File: src/rtl/dual_interval_timer.sv
module dual_interval_timer #(
  parameter int CW = 32
) (
  input  logic          clk,
  input  logic          rst_n,
  input  logic [2:0]    addr,
  input  logic          we,
  input  logic [CW-1:0] wdata,
  output logic [CW-1:0] rdata,
  input  logic [1:0]    cap_in,
  output logic [1:0]    irq,
  output logic [1:0]    ev_out,
  output logic          pwm_out
);
  localparam int NCH = 2;
  localparam int CB = 8;
  localparam int B_RUN = 0, B_DOWN = 1, B_RELOAD = 2, B_LDNOW = 3;
  localparam int B_IE = 4, B_CAP = 5, B_PAIR = 6, B_FLAG = CB - 1;
  localparam logic [1:0] A_CTL = 2'd0, A_LD = 2'd1, A_CNT = 2'd2;

  logic [NCH-1:0][CB-1:0] ctl_v;
  logic [NCH-1:0][CW-1:0] cnt_v, ld_v;
  logic [NCH-1:0]         expire, capt;
  logic                   pair;

  assign pair = ctl_v[0][B_PAIR];

  for (genvar c = 0; c < NCH; c++) begin : g_ch
    logic [CB-1:0] ctl;
    logic [CW-1:0] cnt, ld;
    logic [2:0]    sync;
    logic          ev_q, sel, wr_ctl, wr_ld, active, hit, restart;

    assign sel    = we && (addr[2] == 1'(c));
    assign wr_ctl = sel && (addr[1:0] == A_CTL);
    assign wr_ld  = sel && (addr[1:0] == A_LD);
    assign active = ctl[B_RUN] && !ctl[B_LDNOW];
    assign hit    = ctl[B_DOWN] ? (cnt == '0) : (&cnt);
    assign expire[c] = active && hit && !ctl[B_CAP];
    assign capt[c]   = ctl[B_CAP] && sync[1] && !sync[2];

    if (c == 1) begin : g_follow
      assign restart = pair && expire[0];
    end else begin : g_lead
      assign restart = 1'b0;
    end

    always_ff @(posedge clk) begin
      if (!rst_n) begin
        ctl  <= '0;
        cnt  <= '0;
        ld   <= '0;
        sync <= '0;
        ev_q <= 1'b0;
      end else begin
        sync <= {sync[1:0], cap_in[c]};
        ev_q <= expire[c];

        if (wr_ctl)
          ctl[CB-2:0] <= wdata[CB-2:0];
        else if (ctl[B_LDNOW])
          ctl[B_LDNOW] <= 1'b0;

        if (expire[c] || capt[c])
          ctl[B_FLAG] <= 1'b1;
        else if (wr_ctl && wdata[B_FLAG])
          ctl[B_FLAG] <= 1'b0;

        if (capt[c])
          ld <= cnt;
        else if (wr_ld)
          ld <= wdata;

        if (ctl[B_LDNOW] || restart)
          cnt <= ld;
        else if (active) begin
          if (expire[c] && ctl[B_RELOAD])
            cnt <= ld;
          else if (ctl[B_DOWN])
            cnt <= cnt - 1'b1;
          else
            cnt <= cnt + 1'b1;
        end
      end
    end

    assign ctl_v[c]  = ctl;
    assign cnt_v[c]  = cnt;
    assign ld_v[c]   = ld;
    assign irq[c]    = ctl[B_FLAG] & ctl[B_IE];
    assign ev_out[c] = ev_q;
  end

  always_comb begin
    case (addr[1:0])
      A_CTL:   rdata = CW'(ctl_v[addr[2]]);
      A_LD:    rdata = ld_v[addr[2]];
      A_CNT:   rdata = cnt_v[addr[2]];
      default: rdata = '0;
    endcase
  end

  always_ff @(posedge clk) begin
    if (!rst_n || !pair)
      pwm_out <= 1'b0;
    else if (expire[0])
      pwm_out <= 1'b1;
    else if (expire[1])
      pwm_out <= 1'b0;
  end
endmodule

File: config.mk
export PLATFORM = sky130hd
export DESIGN_NAME = dual_interval_timer
export DESIGN_NICKNAME = d
export VERILOG_FILES = /design/src/rtl/dual_interval_timer.sv
export SDC_FILE = /design/constraint.sdc
export NUM_CORES = 1
export LEC_CHECK = 0
export BUFFER_PORTS_ARGS = -buffer_cell sky130_fd_sc_hd__buf_2
export CAP_MARGIN = 20
export CORE_MARGIN = 3
export CORE_UTILIZATION = 45
export DETAILED_ROUTE_END_ITERATION = 10
export PLACE_DENSITY_LB_ADDON = 0.12
export SLEW_MARGIN = 30
export SYNTH_ARGS = -nofsm -noshare
export SYNTH_HDL_FRONTEND = slang
export SYNTH_SLANG_ARGS = --single-unit
File: constraint.sdc
create_clock -name clk -period 4.36 [get_ports clk]
set_input_delay 0.218 -clock clk [delete_from_list [all_inputs] [get_ports clk]]
set_output_delay 0.218 -clock clk [all_outputs]
set_load 0.005 [all_outputs]
-- Word-level counts from Yosys, hierarchy flattened
Index checks and enable logic that the tools add are counted.
- register bits after elaboration: 153
- bits of input ports: 40
- output and inout bits: 37
- word-level logic and storage cells: 99
- add/sub/neg operators: 4
- $lt $le $gt $ge: 1
- eq/ne operators: 2
- multiplexer cells: 27
- bitwise logic cells: 3
- reduce and logical (&&, ||, !) cells: 47
- operators with widths (kind ; number):
    $mux 32 ; 16
    $pmux 32 s3 ; 1
    $add 32x1->32 const B ; 2
    $logic_not 32->1 ; 2
    $reduce_and 32->1 ; 2
    $sub 32x1->32 const B ; 2
    $logic_and 1x1->1 ; 21
    $mux 8 ; 2
    $reduce_bool 2->1 ; 7
    $logic_not 1->1 ; 8
    $mux 1 ; 8
    $logic_or 1x1->1 ; 4
    $reduce_and 2->1 ; 2
    $and 1x1->1 ; 2
    $eq 2x1->1 const B ; 1
    $eq 2x2->1 const B ; 1
    $logic_not 2->1 ; 1
    $lt 1x2->1 const B ; 1
    $not 1->1 ; 1

-- Longest topological paths before layout
Gate-level depths: netlist of run 1.
- depth in word-level cells: 8
- depth in mapped cells: 11
- gate-level depth less buffers: 10

-- Least setup slack after synthesis of run 1
Ideal clock, no wire load.
- path kind: register -> register
- start point: register g_ch[0].ctl[1]
- end point: register g_ch[0].cnt[26]
- setup time: 95 ps
- arrival: 3301 ps
- data required time: 4265 ps
- slack: 964 ps
- stages on the path, launching flop included: 12
- buffers on the path: 1
- clock period less this slack: 3396 ps
- cell sequence: dfxtp_1 ha_1 clkbuf_1 nand4_1 nor2_1 a21o_1 o2111ai_1 a31oi_1 a21oi_1 nor3b_1 mux2_2 a221oi_1
- longest elaborated chain between the ends: 7
- elaborated cells between the ends (all ways): 8
- those cells by class: mux (5); reduce/logical (3)
- RTL lines (item ; line ; text):
    start: declaration ; 29 ; logic [CB-1:0] ctl;
    start signal: indexed assignment ; 60 ; ctl[CB-2:0] <= wdata[CB-2:0];
    $mux 1 ; 38 ; assign hit = ctl[B_DOWN] ? (cnt == '0) : (&cnt);
    $logic_and 1x1->1 (2 in series) ; 39 ; assign expire[c] = active && hit && !ctl[B_CAP];
    $logic_and 1x1->1 ; 77 ; if (expire[c] && ctl[B_RELOAD])
    $mux 32 (*) ; 77 ;
    $mux 32 (*) ; 76 ; else if (active) begin
    $mux 32 (*) ; 74 ; if (ctl[B_LDNOW] || restart)
    end signal: assignment ; 75 ; cnt <= ld;
    end signal: assignment ; 78 ; cnt <= ld;
    end signal: assignment ; 80 ; cnt <= cnt - 1'b1;
    end: declaration ; 30 ; logic [CW-1:0] cnt, ld;
Every way passes the cells marked *; elsewhere a longest branch is shown, timed or not. The select of a mux whose other input is x is not followed.
A chain may end at the register's enable or synchronous reset.

-- Final worst setup path of run 1
Ends and elaborated chain as after synthesis.

==> impl_results.md, run 1 <==
- Num CTS Buffers: 17
- Startpoint types: flip-flop
- I/O Pins: 77
- DIE AREA: 27,200 sq um
- Warning count from the yosys run: 0
- Worst Setup End Kind: flip-flop
- Gr usage total: 26.6%
- Net Sw Frac: 26.4%
- Root buf cell: clkbuf_16
- P_int: 2590 uW
- Max-Cap Viols: 0
- Main synth FF type: dfxtp_1
- Tcrit/Tclk final: 84.2%
- Placed inst area: 11,900 sq um
- Core footprint: 24,600 sq um
- Worst path required time: 4.69 ns
- Final min period: 3.67 ns
- Clock Power Share: 46.3%
- TNS Setup: 0 ns
- Number of synthesized flops with an enable pin: 0
- Sequential power share: 42.7%
- Lkg Pwr: 0.00557 uW
- Fin Clk Skew: 0.00957 ns
- Synthesized area per cell: 7.96 sq um
- Antenna violations before repair: 0
- CTS tree: yes
- Die X-Extent: 165 um
- PostCTS Resize Cnt: 0
- Unrepaired setup endpoints after global routing: no
- Wire length per cell: 20.3 um
- Slew headroom: 31.7%
- Initial drt markers: 919
- DIE HEIGHT: 165 um
- Cells after synthesis: 1,428
- Yosys reg bits: 153
- DRT Pass-1 Iters: 5
- Total gr overflow: 0
- First-pass GRT wire length: 57,000 um
- Worst-Skew Late Latency: 0.43 ns
- Synthesized area: 11,400 sq um
- Fin. max-slew vios: 0
- FP Rows: 57
- Final Hold Viols: 0
- Final WL: 36,300 um
- IO Port Bufs: 76
- Fin nets: 1,550
- Mean number of vias per cell: 6.10
- Library cells used by synthesis: 74
- FMAX: 0.272 GHz
- Status: finished clean
- DP Wirelength: 26,800 um
- Via count: 10.9k
- Worst Path Class, Setup: flip-flop to flip-flop
- Initial Utilization: 46.2%
- CTS sink count: 153
- Final Cell Area: 12,600 sq um
- Residual DRC: 0
- Combinational share of power: 11.1%
- Fillers: 2,412
- Area Growth Syn to Fin: 10.4%
- Ant. Diodes: 0
- Psw: 929 uW
- Pwr/cell area: 280 nW/um^2
- Least-Margin Pin Slew: 1.02 ns
- Sequential share of the synthesized area: 26.9%
- Vias in the first global route: 10.0k
- Asr flop ratio synth: 0%
- Peak fanout along the critical path: 20
- Crit path DAT: 4.00 ns
- Type of the most critical hold path: input port to flip-flop
- Antenna Violating Nets Remaining: 0
- Maximum VDD drop: 215 uV
- Routability Congestion: 0.898
- Largest net degree at the start of global routing: 69
- Clock transition at path regs: 0.07 ns
- Synthesized net count: 1,530
- Final setup fails: 0
- Layout cells sized above 1: 10.3%
- H-Tree Depth: 4
- CTS Buffer Depth: 2
[area by class of cell]
| type | instances | area (sq um) | area share [%] |
|---|---|---|---|
| multi-input cells | 1158 | 7780 | 62.0 |
| flip-flops and latches | 153 | 3060 | 24.4 |
| repair buffers | 102 | 603 | 4.80 |
| clock buffers | 20 | 457 | 3.64 |
| well taps | 324 | 405 | 3.23 |
| clock inverters | 12 | 188 | 1.49 |
| inverters | 16 | 61.3 | 0.488 |
[per-stage QoR]
stage / instances / utilization [%] / setup slack [ns] / total power (uW) / hold WS (ns)
6_report: 1785 / 51.0 / 0.687 / 3520 / 0.114
2_1_floorplan: 1428 / - / 0.964 / 1780 / 0.345
3_5_place_dp: 1750 / 48.2 / 0.716 / 1910 / 0.418
3_3_place_gp: 1750 / 48.2 / 0.836 / 1900 / 0.413
4_1_cts: 1784 / 50.9 / 0.713 / 3520 / 0.102
5_1_grt: 1785 / 51.0 / 0.448 / 3640 / 0.115
[layer usage]
layer,part of all wire [%],track usage (%)
met5,0,0
met4,2.9,9.19
met3,2.8,2.36
met2,45,40.8
met1,50,38.9
[placed cells by master (no fill, tap or decap), types with 5 or more instances in the layout]
cell type / synthesis / routed
dfxtp_1: 153 / 153
o22ai_1: 27 / 27
or3_1: 7 / 7
inv_1: 15 / 15
a21o_1: 36 / 36
nor4_1: 18 / 18
buf_2: 12 / 75
a31oi_1: 17 / 17
xor2_1: 17 / 17
a211oi_1: 92 / 91
nand3_1: 26 / 25
xnor2_1: 32 / 32
o31ai_1: 9 / 9
o211ai_1: 5 / 5
o21ai_0: 60 / 60
a22oi_1: 11 / 11
nand2_1: 124 / 124
buf_4: 5 / 24
o21bai_1: 9 / 9
a311oi_1: 16 / 16
ha_1: 60 / 60
and3_1: 14 / 14
nor2_1: 167 / 166
nor2b_1: 11 / 11
nand2b_1: 9 / 8
nor3_1: 14 / 14
clkbuf_16: 0 / 17
a221oi_1: 6 / 6
a21oi_1: 117 / 116
nand4_1: 25 / 25
and2_1: 20 / 20
mux2i_1: 144 / 144
[synth_stat cells, drive strengths merged (4+ instances only)]
master / instances / share of area, %
nand3b: 4 / 0.26
inv: 16 / 0.53
nor2: 167 / 5.5
nor3: 14 / 0.62
xor2: 17 / 1.3
o21bai: 9 / 0.59
a21oi: 119 / 5.4
mux2i: 144 / 13
buf: 35 / 1.9
or3: 7 / 0.39
a211oi: 93 / 6.2
and3: 14 / 0.77
clkbuf: 64 / 2.2
nor2b: 11 / 0.61
a311oi: 16 / 1.2
and4: 4 / 0.31
nand4: 25 / 1.4
o21ai: 62 / 2.7
a221oi: 6 / 0.46
nand2b: 9 / 0.50
o31ai: 9 / 0.59
a22oi: 11 / 0.73
and2: 20 / 1.1
nand2: 124 / 4.1
o211ai: 6 / 0.44
o21a: 4 / 0.26
a21o: 37 / 2.5
o22ai: 27 / 1.5
nand3: 26 / 1.1
a31oi: 17 / 0.94
nor4: 18 / 0.99
xnor2: 32 / 2.5
ha: 60 / 6.6
dfxtp: 153 / 27
[path summary, 6_finish.rpt]
path,startpoint,end,slack (ns),depth (start not counted)
max,g_ch[0].ctl[1]$_SDFFE_PN0P_,g_ch[0].cnt[26]$_SDFFE_PN0P_,0.69,10
min,wdata[6],g_ch[1].ctl[6]$_SDFFE_PN0P_,0.11,3
max reg2reg,g_ch[0].ctl[1]$_SDFFE_PN0P_,g_ch[0].cnt[26]$_SDFFE_PN0P_,0.69,10
min reg2reg,g_ch[0].sync[0]$_SDFF_PN0_,g_ch[0].sync[1]$_SDFF_PN0_,0.43,1
[worst max-delay path, cell delays in order, from the launching register on]
cell and delay [ns]:
dfxtp_1 0.88, buf_4 0.39, ha_1 0.29, nand2_1 0.12, nor2_1 0.14, o2111ai_1 0.15, a31oi_1 0.51, a21oi_1 0.19
nor3b_1 0.26, mux2_2 0.36, a221oi_1 0.28
[registers in the layout, indices dropped and copies added, names as in the netlist]
name / count
g_ch.cnt: 64
g_ch.ld: 64
g_ch.ctl: 16
g_ch.sync: 6
g_ch.ev_q: 2
pwm_out: 1
[repair_timing]
action,in CTS,in global routing
hold buffers,2,0
endpoints found under the hold margin,2,0
setup buffers,0,0
[cells by family (layout without fill, tap and decap cells)]
kind of cell | count (synthesis) | in the layout | share of synthesized area, %
DFF | 153 | 153 | 26.9
adders and majority gates | 62 | 62 | 6.95
muxes | 146 | 146 | 12.9
buffers and inverters | 117 | 150 | 4.97
xor gates and xnor gates | 49 | 49 | 3.77
and+or+nand+nor | 453 | 453 | 18.4
AOI/OAI and AO/OA | 448 | 448 | 26.1
[power groups by stage]
stage / clock network, uW / logic [uW] / registers, uW
3_3_place_gp: 0 / 375 / 1530
6_report: 1630 / 389 / 1500
2_1_floorplan: 0 / 274 / 1500
4_1_cts: 1640 / 383 / 1500
3_5_place_dp: 0 / 380 / 1530
5_1_grt: 1710 / 424 / 1510
Note: power is estimated with default switching activity, not from simulation.
==> run 2, diff against run 1 <==
clock period = 3.3 ns   (was 4.36 ns; I/O delays follow)
==> run 2 against run 1 <==
Critical endpoint is now g_ch[1].cnt[26]$_SDFFE_PN0P_; critical path type unchanged; non-clock buffer count rose by 19; worst hold slack got worse by 0.060 ns; highest routed layer unchanged; via count rose by 1.4%; maximum frequency rose by 21%; largest power group is now registers.
==> impl_results.md, run 2 (synthesis results as in run 1) <==
- Status: finished clean
- I/O Pins: 77
- Critical R2R Capture: g_ch[1].cnt[26]$_SDFFE_PN0P_
- FMAX: 0.330 GHz
- Final min period: 3.03 ns
- Wire length per cell: 20.0 um
- Sequential power share: 45.3%
- Sequential cell area: 3070 sq um
- Via count: 11.0k
- First-pass GRT wire length: 56,600 um
- CTS tree: yes
- Multi-input gate area: 7780 sq um
- Worst path required time: 3.60 ns
- Worst Path Class, Setup: flip-flop to flip-flop
- Clock transition at path regs: 0.07 ns
- Initial Utilization: 46.2%
- CTS sink count: 153
- Fin. max-slew vios: 0
- Routability Congestion: 0.941
- Dpl cells: 1,770
- Crit path DAT: 3.32 ns
- Ant. Diodes: 0
- Die X-Extent: 165 um
- Root buf cell: clkbuf_16
- Final setup fails: 0
- IO Port Bufs: 76
- Fin cells: 1,804
- Residual DRC: 0
- Worst-Skew Late Latency: 0.43 ns
- Core footprint: 24,600 sq um
- Lkg Pwr: 0.00563 uW
- Psw: 1250 uW
- Final Cell Area: 12,600 sq um
- Gr usage total: 26.3%
- Final Hold Viols: 0
- Worst Setup End Kind: flip-flop
- Reg2reg setup slack: 0.27 ns
- DIE AREA: 27,200 sq um
- Net Sw Frac: 28.7%
- DRT Pass-1 Iters: 5
- Antenna Violating Nets Remaining: 0
- Placed inst area: 12,100 sq um
- Least-Margin Pin Slew: 1.00 ns
- TNS Setup: 0 ns
- Layout cells sized above 1: 11.4%
- Fillers: 2,416
- Final WL: 36,100 um
- DIE HEIGHT: 165 um
- Critical Path Source: g_ch[1].ctl[1]$_SDFFE_PN0P_
- P_int: 3110 uW
- Type of the most critical hold path: input port to flip-flop
- Tcrit/Tclk final: 91.7%
- Reg-to-reg critical path startpoint: g_ch[1].ctl[1]$_SDFFE_PN0P_
- Fin nets: 1,569
- Most frequent cells in the layout: nor2_1, dfxtp_1, mux2i_1
- Num CTS Buffers: 17
- Largest registers: g_ch.cnt (64), g_ch.ld (64), g_ch.ctl (16)
- Area Growth Syn to Fin: 11.2%
- Most common cell after layout, fill and taps aside: nor2_1
- Final core occ: 51.4%
- Max-Cap Viols: 0
- Peak fanout along the critical path: 25
- Vias in the first global route: 9,963
- Startpoint types: flip-flop
- Unrepaired setup endpoints after global routing: no
- Pwr/cell area: 345 nW/um^2
- Antenna violations before repair: 0
- Combinational share of power: 12.2%
- Initial drt markers: 956
- Largest net degree at the start of global routing: 69
- Clock Power Share: 42.5%
- Fin Clk Skew: 0.00975 ns
- CTS Buffer Depth: 2
- Setup repair bufs after CTS: 0
- Maximum VDD drop: 320 uV
- H-Tree Depth: 4
- Reg2reg path depth: 11
- Slew headroom: 33.1%
- Total gr overflow: 0
- FP Rows: 57
- Setup crit end: g_ch[1].cnt[26]$_SDFFE_PN0P_
- DP Wirelength: 26,900 um
- Mean number of vias per cell: 6.12
-- run 2: through the flow --
step                      setup slack (ns)  total power (uW)  hold slack, ns
after floorplan                     0.0161              2350           0.292
after global placement               0.223              2530           0.372
after detailed placement             0.239              2540           0.385
after CTS                            0.221              4380          0.0330
after global routing                0.0961              4510          0.0472
final                                0.274              4360          0.0541
-- run 2: routing by layer --
layer | track usage [%] | routed length, um
met1 | 39.0 | 17300
met2 | 39.4 | 15900
met3 | 3.31 | 1930
met5 | 0 | 0
met4 | 8.31 | 952
-- run 2: power groups by stage --
stage                     registers (uW)  logic, uW  clock network (uW)
final                               1980        532                1860
after floorplan                     1980        362                   0
after CTS                           1970        526                1880
after detailed placement            2020        524                   0
after global placement              2010        517                   0
after global routing                1980        579                1950
-- run 2: how the worst min path moves through the flow --
stage	startpoint	to	slack (ns)	depth (start not counted)
6_report	wdata[3]	g_ch[0].ctl[3]$_SDFF_PN0_	0.05	2
5_1_grt	wdata[3]	g_ch[1].ctl[3]$_SDFF_PN0_	0.05	2
4_1_cts	wdata[3]	g_ch[1].ctl[3]$_SDFF_PN0_	0.03	2
3_5_place_dp	cap_in[0]	g_ch[0].sync[0]$_SDFF_PN0_	0.38	2
3_3_place_gp	cap_in[1]	g_ch[1].sync[0]$_SDFF_PN0_	0.37	2
2_1_floorplan	cap_in[0]	g_ch[0].sync[0]$_SDFF_PN0_	0.29	1
-- run 2: layout make-up --
class	instances	area share (%)
clock buffer	19	3.50
clock inverter	13	0.871
inverter	16	0.485
multi-input combinational	1158	61.5
sequential	153	24.3
tap	324	3.21
timing repair buffer	121	6.14
-- run 2: worst max-delay path: stages, from the launching register on --
cell,delay (ns)
dfxtp_1,0.45
buf_12,0.22
ha_1,0.34
and3_1,0.26
and2_1,0.16
a221o_1,0.34
a41o_1,0.24
o22ai_1,0.32
o311ai_0,0.23
xor2_1,0.19
nand2_1,0.09
o21ai_1,0.05
-- run 2: timing repair --
| item | CTS | global route |
|---|---|---|
| endpoints found under the hold margin | 2 | 0 |
| gates resized for setup | 0 | 1 |
| hold buffers | 2 | 0 |
| endpoints found under the setup margin | 0 | 1 |
==> run 3, diff against run 2 <==
PLACE_DENSITY = 0.76   (was not set)
PLACE_DENSITY_LB_ADDON = not set   (was 0.12)
RECOVER_POWER = 100   (was not set)
==> run 3 against run 2 <==
The run now ends with max-capacitance violations, max-slew violations left; cell count is 0.44% lower; maximum frequency is 3.6% lower; flip-flop and latch count stayed put; total power is 0.70% higher; non-clock buffer count is 8 lower; largest cell class unchanged.
==> impl_results.md, run 3 (synthesis results as in run 1) <==
- Status: finished, violations left
- Failing checks: max-capacitance violations, max-slew violations
- Met3 Track Usage GR: 3.21%
- Crit path DAT: 3.51 ns
- Largest net degree at the start of global routing: 107
- Dpl cells: 1,762
- Initial drt markers: 1,200
- Lkg Pwr: 0.00543 uW
- Mean number of vias per cell: 6.36
- First-pass GRT wire length: 56,000 um
- Fin nets: 1,561
- Initial Utilization: 46.2%
- Fin Clk Skew: 0.0138 ns
- I/O Pins: 77
- M2 GR Usage: 40.8%
- Setup repair bufs after CTS: 0
- Root buf cell: clkbuf_16
- Fin cells: 1,796
- Num CTS Buffers: 17
- Clock Power Share: 43.1%
- CP Buf/Inv Count: 2
- Maximum VDD drop: 329 uV
- Ant. Diodes: 0
- Slew headroom: -34.0%
- Peak fanout along the critical path: 20
- DIE AREA: 27,200 sq um
- Max-Cap Viols: 1
- CTS tree: yes
- H-Tree Depth: 4
- Final WL: 35,500 um
- Combinational share of power: 11.9%
- Worst Setup End Kind: flip-flop
- Hold slack: 0.0492 ns
- Layout cells sized above 1: 8.08%
- Wire length per cell: 19.7 um
- Final min period: 3.14 ns
- CTS Buffer Depth: 2
- Routability Congestion: 0.965
- DP Wirelength: 25,700 um
- Vias in the first global route: 10.4k
- Area Growth Syn to Fin: 9.77%
- Psw: 1250 uW
- Final setup fails: 0
- Most common cell after layout, fill and taps aside: nor2_1
- Die X-Extent: 165 um
- Clock transition at path regs: 0.07 ns
- FMAX: 0.318 GHz
- DRT Pass-1 Iters: 5
- Most frequent cells in the layout: nor2_1, dfxtp_1, mux2i_1
- Gr usage total: 25.6%
- CP max-delay cell: nor4_1
- Total gr overflow: 0
- CTS sink count: 153
- IO Port Bufs: 76
- Worst Path Class, Setup: flip-flop to flip-flop
- Residual DRC: 0
- Pwr/cell area: 352 nW/um^2
- Tcrit/Tclk final: 95.2%
- Crit path largest cell delay: 0.64 ns
- Net Sw Frac: 28.4%
- Worst-Skew Late Latency: 0.44 ns
- Antenna violations before repair: 0
- Fin. max-slew vios: 69
- Final Hold Viols: 0
- Type of the most critical hold path: input port to flip-flop
- CP top delay family: simple AND/OR/NAND/NOR gates
- Startpoint types: flip-flop
- Worst-path cell chain: nor4_1 > nand4_1 > or3_1 > a211oi_1 > clkbuf_1 > a211o_1 > clkbuf_2 > a22oi_1 > o21ai_0 > and2_0
- Worst path required time: 3.67 ns
- FP Rows: 57
- Met1 Use GR: 35.2%
- TNS Setup: 0 ns
- P_int: 3150 uW
- Core footprint: 24,600 sq um
- Most used routing layer: met2
- Antenna Violating Nets Remaining: 0
- DIE HEIGHT: 165 um
- Largest registers: g_ch.cnt (64), g_ch.ld (64), g_ch.ctl (16)
- Sequential power share: 45.0%
- Via count: 11.4k
- Least-Margin Pin Slew: 2.01 ns
- Unrepaired setup endpoints after global routing: no
run 3: cell count changes in the layout (fill, tap and decap cells not counted), moves of 3 or more:
cell,before,now
clkbuf_1,1,37
buf_2,75,42
buf_4,40,21
clkbuf_2,0,7
and2_0,0,5
and2_1,20,15
clkinvlp_4,5,2
run 3: metal layers:
layer  vias to the layer above  wire (um)
met4                         0       1270
met2                       485      16400
met5                         -          0
li1                       5404          -
met1                      5455      15500
met3                        76       2360
run 3: power groups by stage:
stage	Sequential [uW]	Combinational (uW)	Clock (uW)
global route	1980	564	1980
finish	1980	524	1890
detailed placement	2020	510	0
CTS	1970	514	1900
global placement	2010	501	0
floorplan	1980	362	0
run 3: per-stage QoR:
step / utilization (%) / total power (uW) / area, sq um / worst slack (ns)
6_report: 50.7 / 4400 / 12500 / 0.160
5_1_grt: 50.7 / 4530 / 12500 / 0.0526
3_3_place_gp: 48.7 / 2510 / 12000 / 0.337
2_1_floorplan: - / 2350 / 11400 / 0.0161
3_5_place_dp: 48.7 / 2520 / 12000 / 0.300
4_1_cts: 51.1 / 4390 / 12600 / 0.269
run 3: path summary, 6_finish.rpt:
path | startpoint | endpoint | slack (ns) | cells past startpoint
min reg2reg | g_ch[0].sync[0]$_SDFF_PN0_ | g_ch[0].sync[1]$_SDFF_PN0_ | 0.44 | 1
max reg2reg | g_ch[1].cnt[27]$_SDFFE_PN0P_ | g_ch[1].cnt[25]$_SDFFE_PN0P_ | 0.16 | 10
max | g_ch[1].cnt[27]$_SDFFE_PN0P_ | g_ch[1].cnt[25]$_SDFFE_PN0P_ | 0.16 | 10
min | wdata[4] | g_ch[1].ctl[4]$_SDFFE_PN0P_ | 0.05 | 3
run 3: worst register-to-register path, stage by stage, from the launching register on:
cell      delay (ns)
dfxtp_1         0.38
nor4_1          0.64
nand4_1         0.18
or3_1           0.41
a211oi_1        0.24
clkbuf_1        0.21
a211o_1         0.15
clkbuf_2        0.40
a22oi_1         0.21
o21ai_0         0.13
and2_0          0.13
run 3: layout make-up:
class / count / area [sq um]
inverters: 16 / 61.3
clock buffers: 20 / 467
well taps: 324 / 405
multi-input cells: 1158 / 7770
flip-flops and latches: 153 / 3070
repair buffers: 113 / 609
fillers: 2348 / 12100
clock inverters: 12 / 105
run 3: what timing repair did:
action | 4_1_cts | 5_1_grt
resized for setup | 0 | 1
hold buffers | 2 | 0
hold endpoints to repair | 2 | 0
endpoints found under the setup margin | 0 | 2
